<file path="config.mk">
export PLATFORM = sky130hd
export DESIGN_NAME = tdm_serial_tx
export DESIGN_NICKNAME = d
export VERILOG_FILES = /design/src/rtl/tdm_serial_tx.sv
export SDC_FILE = /design/constraint.sdc
export NUM_CORES = 1
export LEC_CHECK = 0
export CELL_PAD_IN_SITES_DETAIL_PLACEMENT = 2
export CELL_PAD_IN_SITES_GLOBAL_PLACEMENT = 2
export CORE_AREA = 2 2 271 139
export DETAILED_ROUTE_END_ITERATION = 12
export DIE_AREA = 0 0 273 141
export PLACE_DENSITY = 0.88
export SYNTH_ARGS = -nofsm -noshare
export SYNTH_HDL_FRONTEND = slang
export SYNTH_SLANG_ARGS = --single-unit
</file>
<file path="constraint.sdc">
create_clock -name clk_i -period 14.2 [get_ports clk_i]
set_input_delay 3.55 -clock clk_i [delete_from_list [all_inputs] [get_ports clk_i]]
set_output_delay 3.55 -clock clk_i [all_outputs]
set_load 0.01 [all_outputs]
</file>
<file path="src/rtl/tdm_serial_tx.sv">
module tdm_serial_tx #(
  parameter int DIV_BASE = 2
) (
  input  logic         clk_i,
  input  logic         rst_ni,
  input  logic [15:0]  ctrl_i,
  input  logic [511:0] samples_i,
  input  logic         bclk_i,
  input  logic         lrck_i,
  output logic         bclk_o,
  output logic         lrck_o,
  output logic         clk_oe_o,
  output logic         sdo_o
);
  localparam int SWB = 5;
  localparam int CHW = 4;
  localparam int CW  = CHW + SWB;

  logic       tdm16, spol, bpol, master, pulse, tdm;
  logic [1:0] bsel, fsel, wsel;
  logic [2:0] dly;
  assign {tdm16, spol, bpol, master, bsel, fsel, pulse, tdm, dly, wsel} = ctrl_i[14:0];

  logic [7:0]  hp;
  logic [9:0]  flen, half;
  logic [5:0]  wlen;
  logic [4:0]  nsl;
  assign hp   = 8'(DIV_BASE) << bsel;
  assign flen = 10'd64 << fsel;
  assign half = flen >> 1;
  assign nsl  = tdm ? (tdm16 ? 5'd16 : 5'd8) : 5'd2;
  always_comb
    case (wsel)
      2'd0:    wlen = 6'd24;
      2'd1:    wlen = 6'd20;
      2'd2:    wlen = 6'd16;
      default: wlen = 6'd32;
    endcase

  logic [7:0] div_q;
  logic       bclk_q;
  always_ff @(posedge clk_i or negedge rst_ni)
    if (!rst_ni) begin
      div_q  <= '0;
      bclk_q <= 1'b0;
    end else if (!master) begin
      div_q  <= '0;
      bclk_q <= 1'b0;
    end else if (div_q == hp - 8'd1) begin
      div_q  <= '0;
      bclk_q <= ~bclk_q;
    end else begin
      div_q  <= div_q + 8'd1;
    end

  logic [2:0] bck_s;
  logic [1:0] lr_s;
  always_ff @(posedge clk_i or negedge rst_ni)
    if (!rst_ni) begin
      bck_s <= '0;
      lr_s  <= '0;
    end else begin
      bck_s <= {bck_s[1:0], bclk_i};
      lr_s  <= {lr_s[0], lrck_i};
    end

  logic lrck_now, m_launch, s_launch, launch;
  assign lrck_now = lr_s[1];
  assign m_launch = master && (div_q == hp - 8'd1) && (bclk_q != bpol);
  assign s_launch = !master && (bck_s[2] != bck_s[1]) && (bck_s[1] == bpol);
  assign launch   = m_launch || s_launch;

  logic [CW-1:0] cnt_q, hcnt_q, cnt_n, hcnt_n, pos, off;
  logic          lr_last, right_n, sync_n, sdo_n, valid;
  logic [4:0]    ch;

  always_comb begin
    if (master) begin
      cnt_n   = ({1'b0, cnt_q} >= flen - 10'd1) ? '0 : cnt_q + 1'b1;
      right_n = {1'b0, cnt_n} >= half;
      hcnt_n  = right_n ? cnt_n - half[CW-1:0] : cnt_n;
    end else begin
      cnt_n   = (lrck_now == spol && lr_last != spol) ? '0 :
                (&cnt_q) ? cnt_q : cnt_q + 1'b1;
      hcnt_n  = (lrck_now != lr_last) ? '0 : (&hcnt_q) ? hcnt_q : hcnt_q + 1'b1;
      right_n = lrck_now != spol;
    end
    if (tdm || pulse) begin
      ch  = {1'b0, cnt_n[CW-1:SWB]};
      pos = {{CHW{1'b0}}, cnt_n[SWB-1:0]};
    end else begin
      ch  = {4'b0, right_n};
      pos = hcnt_n;
    end
    off    = pos - CW'(dly);
    valid  = (ch < nsl) && (pos >= CW'(dly)) && (off < CW'(wlen));
    sdo_n  = valid && samples_i[{ch[CHW-1:0], ~off[SWB-1:0]}];
    sync_n = pulse ? ((cnt_n == '0) ? spol : ~spol) : (right_n ? ~spol : spol);
  end

  logic sdo_q, lrck_q;
  always_ff @(posedge clk_i or negedge rst_ni)
    if (!rst_ni) begin
      cnt_q   <= '1;
      hcnt_q  <= '1;
      sdo_q   <= 1'b0;
      lrck_q  <= 1'b0;
      lr_last <= 1'b0;
    end else if (launch) begin
      cnt_q   <= cnt_n;
      hcnt_q  <= hcnt_n;
      sdo_q   <= sdo_n;
      lrck_q  <= sync_n;
      lr_last <= lrck_now;
    end

  assign bclk_o   = bclk_q;
  assign lrck_o   = master && lrck_q;
  assign clk_oe_o = master;
  assign sdo_o    = sdo_q;
endmodule

</file>
==> results.sh, run 1 <==
export IMPL_ant_nets=0
export IMPL_crit_path_end_kind="register"
export IMPL_globalRouteTotalUtil=0.228
export IMPL_holdWs_ps=361
export IMPL_synth_nets=1228
export IMPL_yosys_area_top_type="mux4_2"
export IMPL_finalNonFillerCells=1671
export IMPL_finalWirelength_um=44800
export IMPL_firstDrtPassIters=5
export IMPL_crit_chain="clkdlybuf4s50_1 > inv_1 > ha_1 > a21o_1 > a211o_1 > o21ai_0 > o21ai_0 > nor2_1 > mux2_2 > ha_1 > a21oi_1 > nand3_1 > xnor2_4 > inv_2 > ha_1 > nor2b_1 > o21ai_0 > nand3_1 > a21oi_1 > or4b_4 > o211ai_2"
export IMPL_grt_max_degree=85
export IMPL_power_leakage_nw=4.90
export IMPL_cp_slowest_cell="clkdlybuf4s50_1"
export IMPL_p_sw_mw=0.937
export IMPL_cp_max_fo=20
export IMPL_r2r_end="sdo_o"
export IMPL_drt_vias_per_instance=5.09
export IMPL_dp_cells=1660
export IMPL_worst_setup_path_start_kind="input port"
export IMPL_cap_violations=0
export IMPL_die_x_um=273
export IMPL_min_period_ps=10020
export IMPL_finalPower_mw=2.06
export IMPL_die_y_um=141
export IMPL_hold_depth=0
export IMPL_ios=536
export IMPL_synth_ff_latch_count=35
export IMPL_gp_congestion=0.916
export IMPL_worstSetupPathDepth=21
export IMPL_max_slew_margin=0.313
export IMPL_cts_made_buffers=5
export IMPL_synthTopCellsByCount="mux4_2, nand2_1, nor2_1"
export IMPL_cts_root_buf="clkbuf_16"
export IMPL_layout_nets=1726
export IMPL_yosysWarnings=0
export IMPL_drcViolationCount=0
export IMPL_seqCellArea_um2=898
export IMPL_syn_inst=675
export IMPL_num_rows=50
export IMPL_yosys_top_cells_area="mux4_2, dfstp_2, dfrtp_1"
export IMPL_avgRoutedWirePerCell_um=26.8
export IMPL_path_clk_slew_ps=60
export IMPL_overflow=0
export IMPL_switching_share=0.455
export IMPL_port_buffer_count=534
export IMPL_worst_pin_slew_ps=1030
export IMPL_status="completed"
export IMPL_fin_crit_sh=0.706
export IMPL_async_flop_share=1.00
export IMPL_cpLargestDelayFamily="compound AO/OA/AOI/OAI gates"
export IMPL_worstSetupPathType="in2reg"
export IMPL_yosysMostFrequentCell="mux4_2"
export IMPL_max_freq_mhz=99.8
export IMPL_grt_pass1_vias=9852
export IMPL_yosysTopAreaCellShare=0.420
export IMPL_hpwlAfterDp_um=38700
export IMPL_synth_distinct_cells=87
export IMPL_finish_utilization=0.369
export IMPL_synth_edf_count=0
export IMPL_rr_startpoint="cnt_q[0]"
export IMPL_cp_startpoint="ctrl_i[8]"
export IMPL_cts_sinks=35
export IMPL_synth_avg_cell_area_um2=11.1
export IMPL_coreArea_mm2=0.0365
export IMPL_rrSetupSlack_ps=6970
export IMPL_netlist_area_mm2=0.00752
export IMPL_finClkSkew_ps=10.3
export IMPL_ir_drop_mv=0.114
export IMPL_clk_path_buf_depth=2
export IMPL_worstRegToRegCells=20
export IMPL_multi_input_area_mm2=0.00630
export IMPL_cts_repair_resized=0
export IMPL_fin_setup_tns_ps=0
export IMPL_setup_viol=0
export IMPL_first_iter_violations=571
export IMPL_crit_buf_inv=3
export IMPL_clk_insertion_delay_late_ps=300
export IMPL_hold_viol=0
export IMPL_p_int_mw=1.12
export IMPL_tritoncts="done"
export IMPL_critPathCapture="sdo_o"
export IMPL_cts_setup_buffers=0
export IMPL_dr_total_vias=8507
export IMPL_ctsHtreeMaxLevel=2
export IMPL_rsz0062_at_grt="no"
export IMPL_pwr_share_clk=0.055
export IMPL_yosysSeqAreaShare=0.120
export IMPL_cellPowerDensity_mw_per_mm2=153
export IMPL_die_area_mm2=0.0385
export IMPL_drive_gt1_frac=0.184
export IMPL_p_seq_frac=0.073
export IMPL_min_path_type="reg2reg"
export IMPL_slowest_delay_ps=570
export IMPL_ctsHoldBuffers=0
export IMPL_combPwrFrac=0.872
export IMPL_ys_flop_type="dfstp_2"
export IMPL_antenna_found_initial=3
export IMPL_fillCellCount=3898
export IMPL_slew_viol_final=0
export IMPL_crit_required_ps=14420
export IMPL_start_util=0.206
export IMPL_area_growth_pct=79.5
export IMPL_crit_arrival_ps=10240
export IMPL_grt_pass1_wl_um=64800
power by group through the flow:
| stage | clock network, mW | registers [mW] | logic, mW |
|---|---|---|---|
| after floorplan | 0 | 0.139 | 1.24 |
| after global placement | 0 | 0.149 | 1.79 |
| after detailed placement | 0 | 0.151 | 1.83 |
| after CTS | 0.115 | 0.150 | 1.84 |
| after global routing | 0.122 | 0.154 | 1.94 |
| final | 0.113 | 0.151 | 1.79 |
metrics by stage:
stage	setup slack, ps	area, um^2
floorplan	5770	7520
global placement	4180	13300
detailed placement	3960	13300
CTS	4140	13500
global route	3660	13500
finish	4180	13500
worst min path at each step:
| stage | start | end |
|---|---|---|
| final | bck_s[0] | bck_s[1] |
| after global routing | bck_s[0] | bck_s[1] |
| after CTS | bck_s[0] | bck_s[1] |
| after detailed placement | lr_s[0] | lr_s[1] |
| after global placement | bck_s[0] | bck_s[1] |
| after floorplan | bck_s[0] | bck_s[1] |
cell families after synthesis:
kind of cell | after synthesis | share of synthesized area
AND/OR/NAND/NOR | 193 | 0.135
XOR/XNOR | 19 | 0.0246
adder cells (fa/ha/maj) | 21 | 0.0360
buffers and inverters | 78 | 0.0486
AO/OA/AOI/OAI | 133 | 0.125
multiplexers | 196 | 0.512
flip-flops | 35 | 0.120
cell type report:
cell class / count / share of cell area
antenna: 3 / 0.000557
clock buffer: 5 / 0.00928
clock inverter: 3 / 0.00111
inverter: 25 / 0.00696
multi-input combinational: 562 / 0.467
sequential: 35 / 0.0666
tap: 494 / 0.0458
timing repair buffer: 544 / 0.403
layout by cell type, fill, tap and decap left out, types with 4 or more instances in the layout:
cell type	n
nand2b_1	7
mux2_2	10
and2_1	4
inv_1	24
ha_1	19
o31ai_1	4
and3_1	8
mux2i_1	38
nor2_1	40
xnor2_1	13
a21oi_1	34
clkdlybuf4s50_1	534
dfrtp_1	17
o21a_1	8
mux4_2	140
o21ai_0	22
or2_2	4
nand4_1	5
nor2b_1	9
dfstp_2	18
a211o_1	4
clkbuf_16	5
mux4_1	7
a31oi_1	5
nand2_1	53
nor4_1	5
buf_4	9
nand3_1	17
o22ai_1	10
xor2_1	4
nor3_1	13
o211ai_1	4
sequential cells by signal (all words and copies together) (netlist names):
| name | cells |
|---|---|
| div_q | 8 |
| hcnt_q | 9 |
| bck_s | 3 |
| lr_s | 2 |
| cnt_q | 9 |
| sdo_o | 1 |
| bclk_o | 1 |
| lr_last | 1 |
| lrck_q | 1 |
routing by layer:
metal  up-vias  GRT usage  wire length, um
met5         -          0                0
met3        40     0.0390             2180
met1      4402      0.293            19000
met4         0     0.0463              814
li1       3784          -                -
met2       281      0.402            22800
No activity file was read; power rests on OpenSTA's default activity.
==> inputs of run 2 (changes only) <==
- CORE_AREA: 2 2 271 139 -> 2 2 292 150
- DIE_AREA: 0 0 273 141 -> 0 0 294 152
- PLACE_DENSITY: 0.88 -> 0.81
- clock period: 14.2 -> 8.61 ns (I/O delays scaled with it)
==> results.sh, run 2 (synthesized netlist as in run 1, its figures left out) <==
export IMPL_crit_chain="clkdlybuf4s50_1 > inv_1 > ha_1 > a21o_1 > a211oi_1 > nand2_1 > a21oi_1 > a221oi_1 > ha_4 > fa_4 > buf_12 > buf_12 > mux4_2 > mux2i_1 > buf_4 > mux2i_1 > and3_1 > a2111o_1 > o211ai_2 > o211ai_2"
export IMPL_finClkSkew_ps=8.96
export IMPL_die_y_um=152
export IMPL_finalWirelength_um=44800
export IMPL_seqCellArea_um2=898
export IMPL_ant_nets=0
export IMPL_gp_congestion=0.872
export IMPL_crit_required_ps=8780
export IMPL_area_growth_pct=82.5
export IMPL_rsz0062_at_grt="no"
export IMPL_place_area_mm2=0.0136
export IMPL_multi_input_area_mm2=0.00630
export IMPL_crit_arrival_ps=8110
export IMPL_drcViolationCount=0
export IMPL_cts_repair_resized=0
export IMPL_cpLargestDelayFamily="compound AO/OA/AOI/OAI gates"
export IMPL_rrSetupSlack_ps=1780
export IMPL_layout_common_cells="clkdlybuf4s50_1, mux4_2, nand2_1"
export IMPL_cts_setup_buffers=0
export IMPL_antenna_found_initial=3
export IMPL_crit_path_end_kind="register"
export IMPL_stdcell_area_mm2=0.0137
export IMPL_hold_viol=0
export IMPL_slowest_delay_ps=970
export IMPL_worstRegToRegCells=22
export IMPL_dr_total_vias=8562
export IMPL_layout_nets=1739
export IMPL_fin_crit_sh=0.922
export IMPL_drt_vias_per_instance=4.90
export IMPL_port_buffer_count=534
export IMPL_finish_utilization=0.323
export IMPL_rr_startpoint="cnt_q[0]"
export IMPL_cellPowerDensity_mw_per_mm2=258
export IMPL_overflow=0
export IMPL_first_iter_violations=453
export IMPL_hpwlAfterDp_um=39300
export IMPL_r2r_end="sdo_o"
export IMPL_ios=536
export IMPL_min_period_ps=7940
export IMPL_clk_insertion_delay_late_ps=290
export IMPL_final_common_cell="clkdlybuf4s50_1"
export IMPL_fin_ws_ps=673
export IMPL_cts_root_buf="clkbuf_16"
export IMPL_grt_pass1_vias=9880
export IMPL_ctsHoldBuffers=0
export IMPL_ctsHtreeMaxLevel=2
export IMPL_cap_violations=0
export IMPL_routed_top_layer="met5"
export IMPL_place_ws_ps=458
export IMPL_cts_sinks=35
export IMPL_max_slew_margin=0.228
export IMPL_cp_slowest_cell="fa_4"
export IMPL_antenna_cells=0
export IMPL_worst_setup_path_start_kind="input port"
export IMPL_tritoncts="done"
export IMPL_reg_top3="cnt_q (9), hcnt_q (9), div_q (8)"
export IMPL_coreArea_mm2=0.0425
export IMPL_ir_drop_mv=0.163
export IMPL_status="completed"
export IMPL_globalRouteTotalUtil=0.197
export IMPL_finalPower_mw=3.53
export IMPL_path_clk_slew_ps=60
export IMPL_fin_setup_tns_ps=0
export IMPL_fillCellCount=4578
export IMPL_dr_wl_met3_um=2280
export IMPL_met1Wirelength_um=18900
export IMPL_setup_viol=0
export IMPL_die_area_mm2=0.0447
export IMPL_drive_gt1_frac=0.193
export IMPL_min_to="bck_s[1]"
export IMPL_hold_depth=0
export IMPL_hold_start="bck_s[0]"
export IMPL_worstSetupPathType="in2reg"
export IMPL_cp_max_fo=40
export IMPL_firstDrtPassIters=5
export IMPL_start_util=0.177
export IMPL_power_leakage_nw=4.98
export IMPL_crit_buf_inv=5
export IMPL_num_rows=54
export IMPL_grt_max_degree=57
export IMPL_die_x_um=294
export IMPL_dr_wl_met2_um=23100
export IMPL_slew_viol_final=0
export IMPL_min_path_type="reg2reg"
export IMPL_cts_made_buffers=5
export IMPL_max_freq_mhz=126
export IMPL_clk_path_buf_depth=2
export IMPL_worstSetupPathDepth=20
export IMPL_grt_pass1_wl_um=65200
export IMPL_worst_pin_slew_ps=1150
export IMPL_avgRoutedWirePerCell_um=25.7
## run 2: stage by stage
step | hold WS (ps) | instances
after floorplan | 331 | 675
after global placement | 332 | 1739
after detailed placement | 337 | 1739
after CTS | 351 | 1747
after global routing | 368 | 1747
final | 348 | 1747
## run 2: cell type report
type,count,area share
well taps,560,0.0511
multi-input cells,562,0.459
clock inverters,3,0.00283
repair buffers,557,0.406
clock buffers,5,0.00912
flip-flops and latches,35,0.0655
inverters,25,0.00684
## run 2: worst max path at each step
stage                    from    end  slack [ps]
floorplan           ctrl_i[8]  sdo_o        1580
global placement    ctrl_i[8]  sdo_o         560
detailed placement  ctrl_i[8]  sdo_o         460
CTS                 ctrl_i[8]  sdo_o         760
global route        ctrl_i[8]  sdo_o         480
finish              ctrl_i[8]  sdo_o         670
## run 2: report_power, final
part	switching [mW]	total, mW	internal (mW)
Sequential	0.0430	0.247	0.204
Clock	0.0758	0.211	0.135
Combinational	1.47	3.08	1.61
Total	1.59	3.53	1.95
## run 2: worst register-to-register path: stages, from the launching register on
cell	delay (ps)
dfstp_2	640
ha_1	320
nand4_2	210
nor2_1	330
nand3_1	230
inv_1	100
ha_1	360
inv_1	220
nor2_1	260
a22oi_1	220
mux2i_1	290
inv_1	100
fa_4	940
buf_12	260
buf_12	280
mux4_2	420
mux2i_1	440
buf_4	220
mux2i_1	60
and3_1	210
a2111o_1	360
o211ai_2	180
o211ai_2	90
## run 2: routing by layer
metal	vias up	GRT usage
li1	3809	-
met1	4474	0.253
met2	246	0.349
met3	31	0.0372
met4	2	0.0270
met5	-	0
==> inputs of run 3 (changes only) <==
- GPL_ROUTABILITY_DRIVEN: unset -> 0
- HOLD_SLACK_MARGIN: unset -> 0.15
==> results of run 3 <==
Same layout as run 2: the final DEF is identical, and so are final timing and power.
